**config.mk**
```make
export PLATFORM = sky130hd
export DESIGN_NAME = ps_cfg_master
export DESIGN_NICKNAME = d
export VERILOG_FILES = /design/src/rtl/ps_cfg_master.sv
export SDC_FILE = /design/constraint.sdc
export NUM_CORES = 1
export LEC_CHECK = 0
export ABC_AREA = 1
export BUFFER_PORTS_ARGS = -buffer_cell sky130_fd_sc_hd__buf_4
export CAP_MARGIN = 20
export CORE_ASPECT_RATIO = 0.75
export CORE_MARGIN = 4
export CORE_UTILIZATION = 55
export DETAILED_ROUTE_END_ITERATION = 6
export GPL_TIMING_DRIVEN = 1
export PLACE_DENSITY = 0.83
export SYNTH_ARGS = -nofsm -noshare
export SYNTH_HDL_FRONTEND = slang
export SYNTH_SLANG_ARGS = --single-unit
```
**constraint.sdc**
```tcl
create_clock -name clk -period 1.56 [get_ports clk]
set_input_delay 0.312 -clock clk [delete_from_list [all_inputs] [get_ports clk]]
set_output_delay 0.312 -clock clk [all_outputs]
set_load 0.02 [all_outputs]
```
**src/rtl/ps_cfg_master.sv**
```systemverilog
module ps_cfg_master #(
  parameter int CLK_HZ       = 250_000_000,
  parameter int CFG_US       = 2,
  parameter int TIMEOUT_US   = 100_000,
  parameter int DCLK_HALF    = 3,
  parameter int TRAIL_PULSES = 12
) (
  input  logic       clk,
  input  logic       rst,
  input  logic       start,
  input  logic       in_valid,
  input  logic [7:0] in_data,
  input  logic       in_last,
  output logic       in_ready,
  output logic       cfg_n,
  output logic       dclk,
  output logic       data0,
  input  logic       status_n,
  input  logic       conf_done,
  output logic       cfg_done,
  output logic       cfg_err,
  output logic [1:0] err_code
);
  localparam int TCFG = CLK_HZ / 1_000_000 * CFG_US;
  localparam int TOUT = CLK_HZ / 1_000_000 * TIMEOUT_US;
  localparam int CW   = $clog2(TOUT + TCFG + 1);
  localparam int DW   = $clog2(DCLK_HALF + 1);
  localparam int PW   = $clog2(TRAIL_PULSES + 1);

  typedef enum logic [2:0] {S_IDLE, S_CLOW, S_REL, S_POLL, S_LOAD, S_SHIFT, S_CHK, S_TRAIL} st_t;
  st_t st;

  logic [1:0]    ns_sync, cd_sync;
  logic [CW-1:0] cnt;
  logic [DW-1:0] div;
  logic [PW-1:0] pulses;
  logic [7:0]    sh;
  logic [2:0]    bits;
  logic          last_q;

  wire nst     = ns_sync[1];
  wire cdone   = cd_sync[1];
  wire clocked = (st == S_SHIFT) || (st == S_TRAIL);
  wire tick    = clocked && (div == DW'(DCLK_HALF - 1));

  assign in_ready = (st == S_LOAD);

  always_ff @(posedge clk) begin
    if (rst) begin
      ns_sync <= 2'b11;
      cd_sync <= 2'b00;
    end else begin
      ns_sync <= {ns_sync[0], status_n};
      cd_sync <= {cd_sync[0], conf_done};
    end
  end

  always_ff @(posedge clk) begin
    if (rst) begin
      st <= S_IDLE; cfg_n <= 1'b1; dclk <= 1'b0; data0 <= 1'b0;
      cfg_done <= 1'b0; cfg_err <= 1'b0; err_code <= 2'd0;
      cnt <= '0; div <= '0; pulses <= '0; sh <= '0; bits <= '0; last_q <= 1'b0;
    end else begin
      div <= (tick || !clocked) ? '0 : div + 1'b1;
      case (st)
        S_IDLE: if (start) begin
          cfg_n <= 1'b0; cnt <= '0; cfg_done <= 1'b0; cfg_err <= 1'b0; err_code <= 2'd0;
          st <= S_CLOW;
        end
        S_CLOW: if (cnt == CW'(TCFG - 1)) begin
          cnt <= '0;
          cfg_n <= 1'b1;
          if (nst) begin
            cfg_err <= 1'b1; err_code <= 2'd1; st <= S_IDLE;
          end else st <= S_REL;
        end else cnt <= cnt + 1'b1;
        S_REL: if (cnt == CW'(TCFG - 1)) begin
          cnt <= '0; st <= S_POLL;
        end else cnt <= cnt + 1'b1;
        S_POLL: if (nst) st <= S_LOAD;
        else if (cnt == CW'(TOUT - 1)) begin
          cfg_err <= 1'b1; err_code <= 2'd2; st <= S_IDLE;
        end else cnt <= cnt + 1'b1;
        S_LOAD: if (in_valid) begin
          sh <= in_data; data0 <= in_data[0]; last_q <= in_last; bits <= '0; div <= '0;
          st <= S_SHIFT;
        end
        S_SHIFT: if (tick) begin
          if (!dclk) dclk <= 1'b1;
          else begin
            dclk <= 1'b0;
            if (bits == 3'd7) st <= last_q ? S_CHK : S_LOAD;
            else begin
              bits <= bits + 1'b1; sh <= sh >> 1; data0 <= sh[1];
            end
          end
        end
        S_CHK: if (cdone) begin
          pulses <= '0; div <= '0; st <= S_TRAIL;
        end else begin
          cfg_err <= 1'b1; err_code <= 2'd3; st <= S_IDLE;
        end
        S_TRAIL: if (tick) begin
          if (!dclk) dclk <= 1'b1;
          else begin
            dclk <= 1'b0;
            if (pulses == PW'(TRAIL_PULSES - 1)) begin
              cfg_done <= 1'b1; st <= S_IDLE;
            end else pulses <= pulses + 1'b1;
          end
        end
        default: st <= S_IDLE;
      endcase
    end
  end

  assert_abort_safe_R10: assert property (@(posedge clk) disable iff (rst)
    cfg_err |-> (cfg_n && !dclk));
  assert_ready_low_clk_R7: assert property (@(posedge clk) disable iff (rst)
    in_ready |-> !dclk);
  assert_data_stable_R5: assert property (@(posedge clk) disable iff (rst)
    (dclk && $past(dclk)) |-> $stable(data0));
  assert_outcome_excl_R9: assert property (@(posedge clk) disable iff (rst)
    !(cfg_done && cfg_err));
  assert_code_valid_R3: assert property (@(posedge clk) disable iff (rst)
    cfg_err |-> (err_code != 2'd0));
  assert_clk_idle_at_done_R9: assert property (@(posedge clk) disable iff (rst)
    $rose(cfg_done) |-> (cfg_n && !dclk));
endmodule

```
==> reports/qor.csv, run 1 <==
stage,metric,value,unit
timing,Slew Limit Fails,0,
timing,unrepaired setup endpoints after global routing,yes,
critical_path,slowest cell delay on critical path,0.35,ns
cts,CTS tree,done,
routing,initial detailed-routing violation count,429,
timing,final setup fails,23,
power_and_ir_drop,leak pwr,1.97,nW
place,GPL Wtd Cong,0.958,
critical_path,Critical Setup Path Class,flop to flop,
power_and_ir_drop,pwr dens,1260,mW/mm²
floorplanning,Initial Util,56.8,%
min_path,hold path start,status_n,
critical_path,Crit. Startpoint,cnt[23]$_SDFFE_PP0P_,
timing,worst-margin pin slew,0.299,ns
routing,DRC,0,
critical_path,Reg-to-Reg Start,cnt[23]$_SDFFE_PP0P_,
timing,Setup Skew,0.00716,ns
yosys,asr flop ratio synth,0,%
yosys,main combinational cell family by area after synthesis,simple AND/OR/NAND/NOR gates,
critical_path,CP cell instances,nor2_1 > nand3_1 > nor2_2 > nand3_2 > nand2_4 > nand3_1 > nand2_2 > buf_6 > a21oi_1,
timing,"Min Clock Period, post-route",1.67,ns
cells_and_area,layout cells sized above 1,32.2,%
floorplanning,I/O pins,23,
critical_path,"Arr. time, crit path",1.89,ns
yosys,Post-Syn Area per Cell,6.21,µm²
timing,fin crit share,107,%
cts,CTS root buffer,clkbuf_8,
grt,GRT Residual Overflow,0,
cts,CTS Buf Count,5,
critical_path,slowest CP cell,dfxtp_1,
yosys,Synth warnings,0,
routing,total routed wirelength,10.4,mm
cts,deepest clock path buffer count,2,
grt,Total GRT Usage,24.0,%
routing,Final ANT Viol Nets,0,
yosys,mux share of post-synthesis cell area,0,%
floorplanning,die area,0.00730,mm²
grt,first-pass GRT wire length,14.4,mm
timing,Rel. slew slack,79.9,%
grt,antenna violations before repair,0,
grt,number of global-route vias before repair,3218,
cells_and_area,"commonest non-fill, non-tap cells in the layout","nand2_1 (140), nor2_1 (78), buf_4 (73), inv_1 (58), dfxtp_1 (35)",
critical_path,most frequent CP cell,nand3_1,
timing,final hold vios,0,
timing,Fin Hold WS,0.161,ns
cts,"Reg clk slew, reported paths",0.11,ns
place,PortBufs,22,
cts,hold buffer count at CTS,0,
place,placed wire-length estimate,6.51,mm
floorplanning,DIE WIDTH,97.3,µm
place,Post-DP Area,0.00383,mm²
routing,wire per inst,15.2,µm
outcome,status,finished with violations,
critical_path,Worst setup SP type,flop,
routing,DR vias,3931,
yosys,Yosys cell types,32,
yosys,Simple-Gate Fraction of Synth Area,43.9,%
critical_path,Worst EP required,1.78,ns
yosys,Synth Flop Type,dfxtp_1,
cts,CTS HTree Levels,2,
place,dpl cells,665,
cells_and_area,n_diodes,0,
yosys,Post-Synth XOR/XNOR Area,0.798,%
job,Max Cap Viol,0,
critical_path,worst path bufs/invs,1,
cts,"Clk Latency, worst-skew pair",0.33,ns
cells_and_area,Final nets,625,
floorplanning,FP Rows,24,
routing,Initial DRT Pass Iterations,5,
yosys,"Seq/Total Area, Yosys",34.1,%
yosys,"FF+latch count, synth",56,
power_and_ir_drop,VDD IR-drop max,0.000699,V
place,pre-CTS setup slack,-0.0681,ns
yosys,synthesized cell area,0.00329,mm²
min_path,HP Class,primary input to flop,
timing,setup ws final,-0.113,ns
cells_and_area,Final Non-Filler Cells,684,
floorplanning,core area,0.00580,mm²
timing,f_max,598,MHz
critical_path,CP Capture Type,flop,
yosys,post-synthesis compound-gate area fraction,7.91,%
cells_and_area,P&R area growth vs syn,32.0,%
yosys,syn_nets,550,
cells_and_area,fin area,0.00435,mm²
routing,number of vias per cell,5.75,
grt,largest net degree at the start of global routing,21,
cts,TritonCTS sink count,56,
critical_path,crit path max fanout,10,
outcome,failing checks,negative setup slack,
cells_and_area,"commonest non-fill, non-tap cell in the layout",nand2_1,
floorplanning,Die Y,75,µm
yosys,"EDFF count, synth",0,
yosys,Post-Synth Adder-Cell Area,1.90,%
yosys,cell count after synthesis,530,
critical_path,Top Family by Delay on Critical Path,simple AND/OR/NAND/NOR gates,
## power breakdown
group | total, mW | internal, mW | switching, mW
Clock | 0.882 | 0.332 | 0.551
Combinational | 2.81 | 1.08 | 1.73
Sequential | 1.78 | 1.65 | 0.134
Total | 5.47 | 3.06 | 2.41
## worst paths after layout
kind | slack (ns) | to | depth (start not counted)
worst min register to register | 0.42 | ns_sync[1]$_SDFF_PP1_ | 1
worst max-delay path | -0.11 | cnt[16]$_SDFFE_PP0P_ | 9
worst min-delay path | 0.16 | ns_sync[0]$_SDFF_PP1_ | 2
worst max register to register | -0.11 | cnt[16]$_SDFFE_PP0P_ | 9
## state kept, by name (all words and copies together) (netlist names), 3 cells and up
name and flops:
cnt 25, pulses 4, bits 3, st 3, sh 8
## per-stage QoR
stage | utilization (%) | setup TNS [ns] | total power, mW
6_report | 75.0 | -1.74 | 5.47
5_1_grt | 75.0 | -4.53 | 5.75
4_1_cts | 68.9 | -0.00975 | 4.99
3_5_place_dp | 66.1 | -1.17 | 4.08
3_3_place_gp | 66.1 | -0.127 | 4.01
2_1_floorplan | - | -0.0207 | 3.35
## final cells by class
class	instances	area, µm²
multi-input cells	390	2070
repair buffers	83	663
well taps	78	97.6
inverters	69	272
clock inverters	3	27.5
fillers	365	1450
flip-flops and latches	56	1150
clock buffers	5	68.8
## cells in the mapped netlist (2+ instances only)
cell type,n,share of area [%]
nand2_1,153,17
nor2_1,99,11
inv_1,61,7.0
dfxtp_1,56,34
nand3_1,37,5.6
nand4_1,18,3.4
a21oi_1,17,2.6
o21ai_0,10,1.5
a31oi_1,8,1.5
o21ai_1,8,1.2
nor2_2,7,1.3
nor3_1,7,1.1
buf_6,6,2.1
inv_2,6,0.68
nand3_2,6,1.8
ha_1,5,1.9
buf_2,4,0.61
clkbuf_1,3,0.34
nand2_2,3,0.57
xor2_1,3,0.80
or2_2,2,0.38
## kinds of logic (layout without fill, tap and decap cells)
logic type | after synthesis | after routing
flops | 56 | 56
fa+ha+maj | 5 | 5
xor+xnor | 3 | 3
simple gates | 335 | 335
compound gates | 47 | 47
buf+inv | 84 | 160
## timing repair
item                                    4_1_cts  5_1_grt
gates resized for setup                      19       94
gates cloned                                  0        1
endpoints found under the setup margin       31       49
pin swaps                                     3       24
setup buffers                                 0       10
## metal layers
layer,global-route usage [%],up-vias,part of all wire (%)
li1,-,1818,-
met1,33.6,1778,40
met2,37.7,275,44
met3,5.09,60,12
met4,7.68,0,4.0
met5,0,-,0
Power figures use the tool's default switching activity.
==> run 2, diff against run 1 <==
--- a/config.mk
+++ b/config.mk
@@ -10,10 +10,10 @@
 export CAP_MARGIN = 20
 export CORE_ASPECT_RATIO = 0.75
 export CORE_MARGIN = 4
-export CORE_UTILIZATION = 55
+export CORE_UTILIZATION = 63
 export DETAILED_ROUTE_END_ITERATION = 6
 export GPL_TIMING_DRIVEN = 1
-export PLACE_DENSITY = 0.83
+export PLACE_DENSITY = 0.89
 export SYNTH_ARGS = -nofsm -noshare
 export SYNTH_HDL_FRONTEND = slang
 export SYNTH_SLANG_ARGS = --single-unit
==> constraint.sdc (replaced) <==
create_clock -name clk -period 1.94 [get_ports clk]
set_input_delay 0.388 -clock clk [delete_from_list [all_inputs] [get_ports clk]]
set_output_delay 0.388 -clock clk [all_outputs]
set_load 0.02 [all_outputs]
==> reports/qor.csv, run 2 (same netlist as run 1, synthesis figures left out) <==
stage,metric,value,unit,change
cells_and_area,Final Non-Filler Cells,625,,-8.6%
critical_path,Worst setup SP type,flop,,
cts,"Clk Latency, worst-skew pair",0.32,ns,about the same
timing,f_max,568,MHz,-5.0%
place,dpl cells,617,,-7.2%
power_and_ir_drop,leak pwr,1.61,nW,-18%
timing,Setup TNS,0,ns,+1.74 ns
cts,post-CTS sizing,0,,-19
cells_and_area,Filler cells,410,,+12%
floorplanning,Initial Util,66.1,%,+9.3 points
grt,first-pass GRT wire length,13.0,mm,-9.5%
timing,worst-margin pin slew,0.431,ns,+0.132 ns
critical_path,reg2reg path depth,11,,+2
timing,final hold vios,0,,unchanged
grt,largest net degree at the start of global routing,21,,unchanged
routing,Initial DRT Pass Iterations,5,,unchanged
cells_and_area,Biggest register,cnt,,
min_path,HP Class,primary input to flop,,
cells_and_area,"commonest non-fill, non-tap cells in the layout","nand2_1 (153), nor2_1 (95), inv_1 (61), dfxtp_1 (55), nand3_1 (37)",,
critical_path,Crit. Startpoint,cnt[1]$_SDFFE_PP0P_,,
power_and_ir_drop,Pwr Total,3.74,mW,-32%
cts,CTS tree,done,,
critical_path,reg2reg setup slack,0.18,ns,+0.29 ns
cts,CTS root buffer,clkbuf_8,,
power_and_ir_drop,clock power share,17.9,%,+1.8 points
grt,Total GRT Usage,24.2,%,+0.20 points
routing,Final ANT Viol Nets,0,,unchanged
outcome,status,finished clean,,
floorplanning,die area,0.00646,mm²,-12%
floorplanning,FP Rows,22,,-8.3%
job,Max Cap Viol,0,,unchanged
critical_path,CP Capture Type,flop,,
place,GPL Wtd Cong,0.925,,-3.5%
timing,Rel. slew slack,71.2,%,-8.7 points
min_path,WHS Path Cells,2,,unchanged
cells_and_area,fin area,0.00361,mm²,-17%
timing,unrepaired setup endpoints after global routing,no,,
power_and_ir_drop,P_int,2.11,mW,-31%
power_and_ir_drop,pwr dens,1040,mW/mm²,-18%
cts,CTS Buf Count,5,,unchanged
floorplanning,Die Y,70.6,µm,-5.9%
critical_path,Reg-to-Reg Start,cnt[1]$_SDFFE_PP0P_,,
cells_and_area,n_diodes,0,,unchanged
floorplanning,I/O pins,23,,unchanged
place,PortBufs,22,,unchanged
timing,fin crit share,90.8,%,-16 points
routing,DRC,0,,unchanged
critical_path,r2r endpoint,cnt[13]$_SDFFE_PP0P_,,
place,placed wire-length estimate,5.82,mm,-11%
timing,Setup Skew,0.00635,ns,-0.000814 ns
cells_and_area,final core occ,72.6,%,-2.4 points
timing,final setup fails,0,,-100%
timing,setup ws final,0.179,ns,+0.292 ns
routing,initial detailed-routing violation count,349,,-19%
critical_path,Critical Setup Path Class,flop to flop,,
critical_path,Top Family by Delay on Critical Path,simple AND/OR/NAND/NOR gates,,
critical_path,slowest cell delay on critical path,0.41,ns,+0.06 ns
critical_path,worst path bufs/invs,2,,+1
cells_and_area,Final nets,572,,-8.5%
cells_and_area,P&R area growth vs syn,9.81,%,
routing,DR vias,3403,,-13%
critical_path,slowest CP cell,dfxtp_1,,
cts,Post-CTS Setup Inserts,0,,unchanged
power_and_ir_drop,NetSw,1.63,mW,-32%
cts,hold buffer count at CTS,0,,unchanged
cts,deepest clock path buffer count,2,,unchanged
critical_path,"Arr. time, crit path",2.01,ns,+0.12 ns
grt,GRT Residual Overflow,0,,unchanged
cells_and_area,"commonest non-fill, non-tap cell in the layout",nand2_1,,
timing,Fin Hold WS,0.255,ns,+0.0935 ns
critical_path,Worst EP required,2.19,ns,+0.41 ns
place,pre-CTS setup slack,0.0452,ns,+0.113 ns
min_path,hold path start,status_n,,
cells_and_area,max reg flops,25,,unchanged
grt,antenna violations before repair,0,,unchanged
cts,CTS HTree Levels,2,,unchanged
critical_path,CP cell instances,ha_4 > nand3_2 > clkinv_2 > nand2_1 > nor2_2 > nand3_2 > nand2_2 > inv_4 > nand3_1 > nand2_1 > nor2_1,,
power_and_ir_drop,logic gate share of total power,43.9,%,-7.4 points
critical_path,crit path max fanout,15,,+5
place,Post-DP Area,0.00349,mm²,-8.8%
routing,wire per inst,12.5,µm,-18%
timing,"Min Clock Period, post-route",1.76,ns,+0.0885 ns
power_and_ir_drop,switching share of power,43.7,%,-0.39 points
floorplanning,DIE WIDTH,91.5,µm,-6.0%
cts,"Reg clk slew, reported paths",0.11,ns,about the same
floorplanning,core area,0.00498,mm²,-14%
power_and_ir_drop,Reg power frac,38.2,%,+5.6 points
min_path,Hold EP,ns_sync[0]$_SDFF_PP1_,,
timing,Slew Limit Fails,0,,unchanged
cts,TritonCTS sink count,56,,unchanged
grt,number of global-route vias before repair,2871,,-11%
routing,number of vias per cell,5.44,,-5.3%
power_and_ir_drop,VDD IR-drop max,0.000740,V,+5.8%
cells_and_area,largest registers,"cnt (25), sh (8), pulses (4)",,
cells_and_area,layout cells sized above 1,13.2,%,-19 points
routing,total routed wirelength,7.80,mm,-25%
run 2: final cells by class:
cell class                 count  area (µm²)  share of cell area [%]
inverter                      69         263                    7.27
multi-input combinational    390        1820                    50.4
sequential                    56        1120                    31.0
clock buffer                   5        68.8                    1.90
timing repair buffer          30         225                    6.23
tap                           72        90.1                    2.49
clock inverter                 3        23.8                   0.658
run 2: power by group through the flow:
stage / Combinational [mW] / Clock (mW) / Sequential, mW
6_report: 1.64 / 0.670 / 1.43
5_1_grt: 1.82 / 0.728 / 1.45
4_1_cts: 1.59 / 0.676 / 1.42
3_5_place_dp: 1.58 / 0 / 1.45
3_3_place_gp: 1.54 / 0 / 1.44
2_1_floorplan: 1.22 / 0 / 1.47
run 2: how the worst max path moves through the flow:
stage	to	slack, ns	depth (start not counted)
6_report	cnt[13]$_SDFFE_PP0P_	0.18	11
5_1_grt	cnt[21]$_SDFFE_PP0P_	0.01	11
4_1_cts	bits[0]$_SDFFE_PP0P_	0.03	8
3_5_place_dp	bits[0]$_SDFFE_PP0P_	0.05	8
3_3_place_gp	bits[0]$_SDFFE_PP0P_	0.11	8
2_1_floorplan	cnt[0]$_SDFFE_PP0P_	0.35	11
run 2: worst reg2reg max path: cells and delay by family (launching register included):
family	cells	cell delay, ns
buffers and inverters	2	0.23
DFF	1	0.41
adders and majority gates	1	0.19
and+or+nand+nor	8	0.88
run 2: per-layer routing:
layer  global-route usage, %  share of wire [%]  wire length [µm]  vias to the layer above
li1                        -                  -                 -                     1724
met2                    34.8                 42              3240                      137
met1                    37.4                 49              3830                     1538
met5                       0                  0                 0                        -
met3                    4.46                8.7               682                        4
met4                    5.35               0.62                48                        0
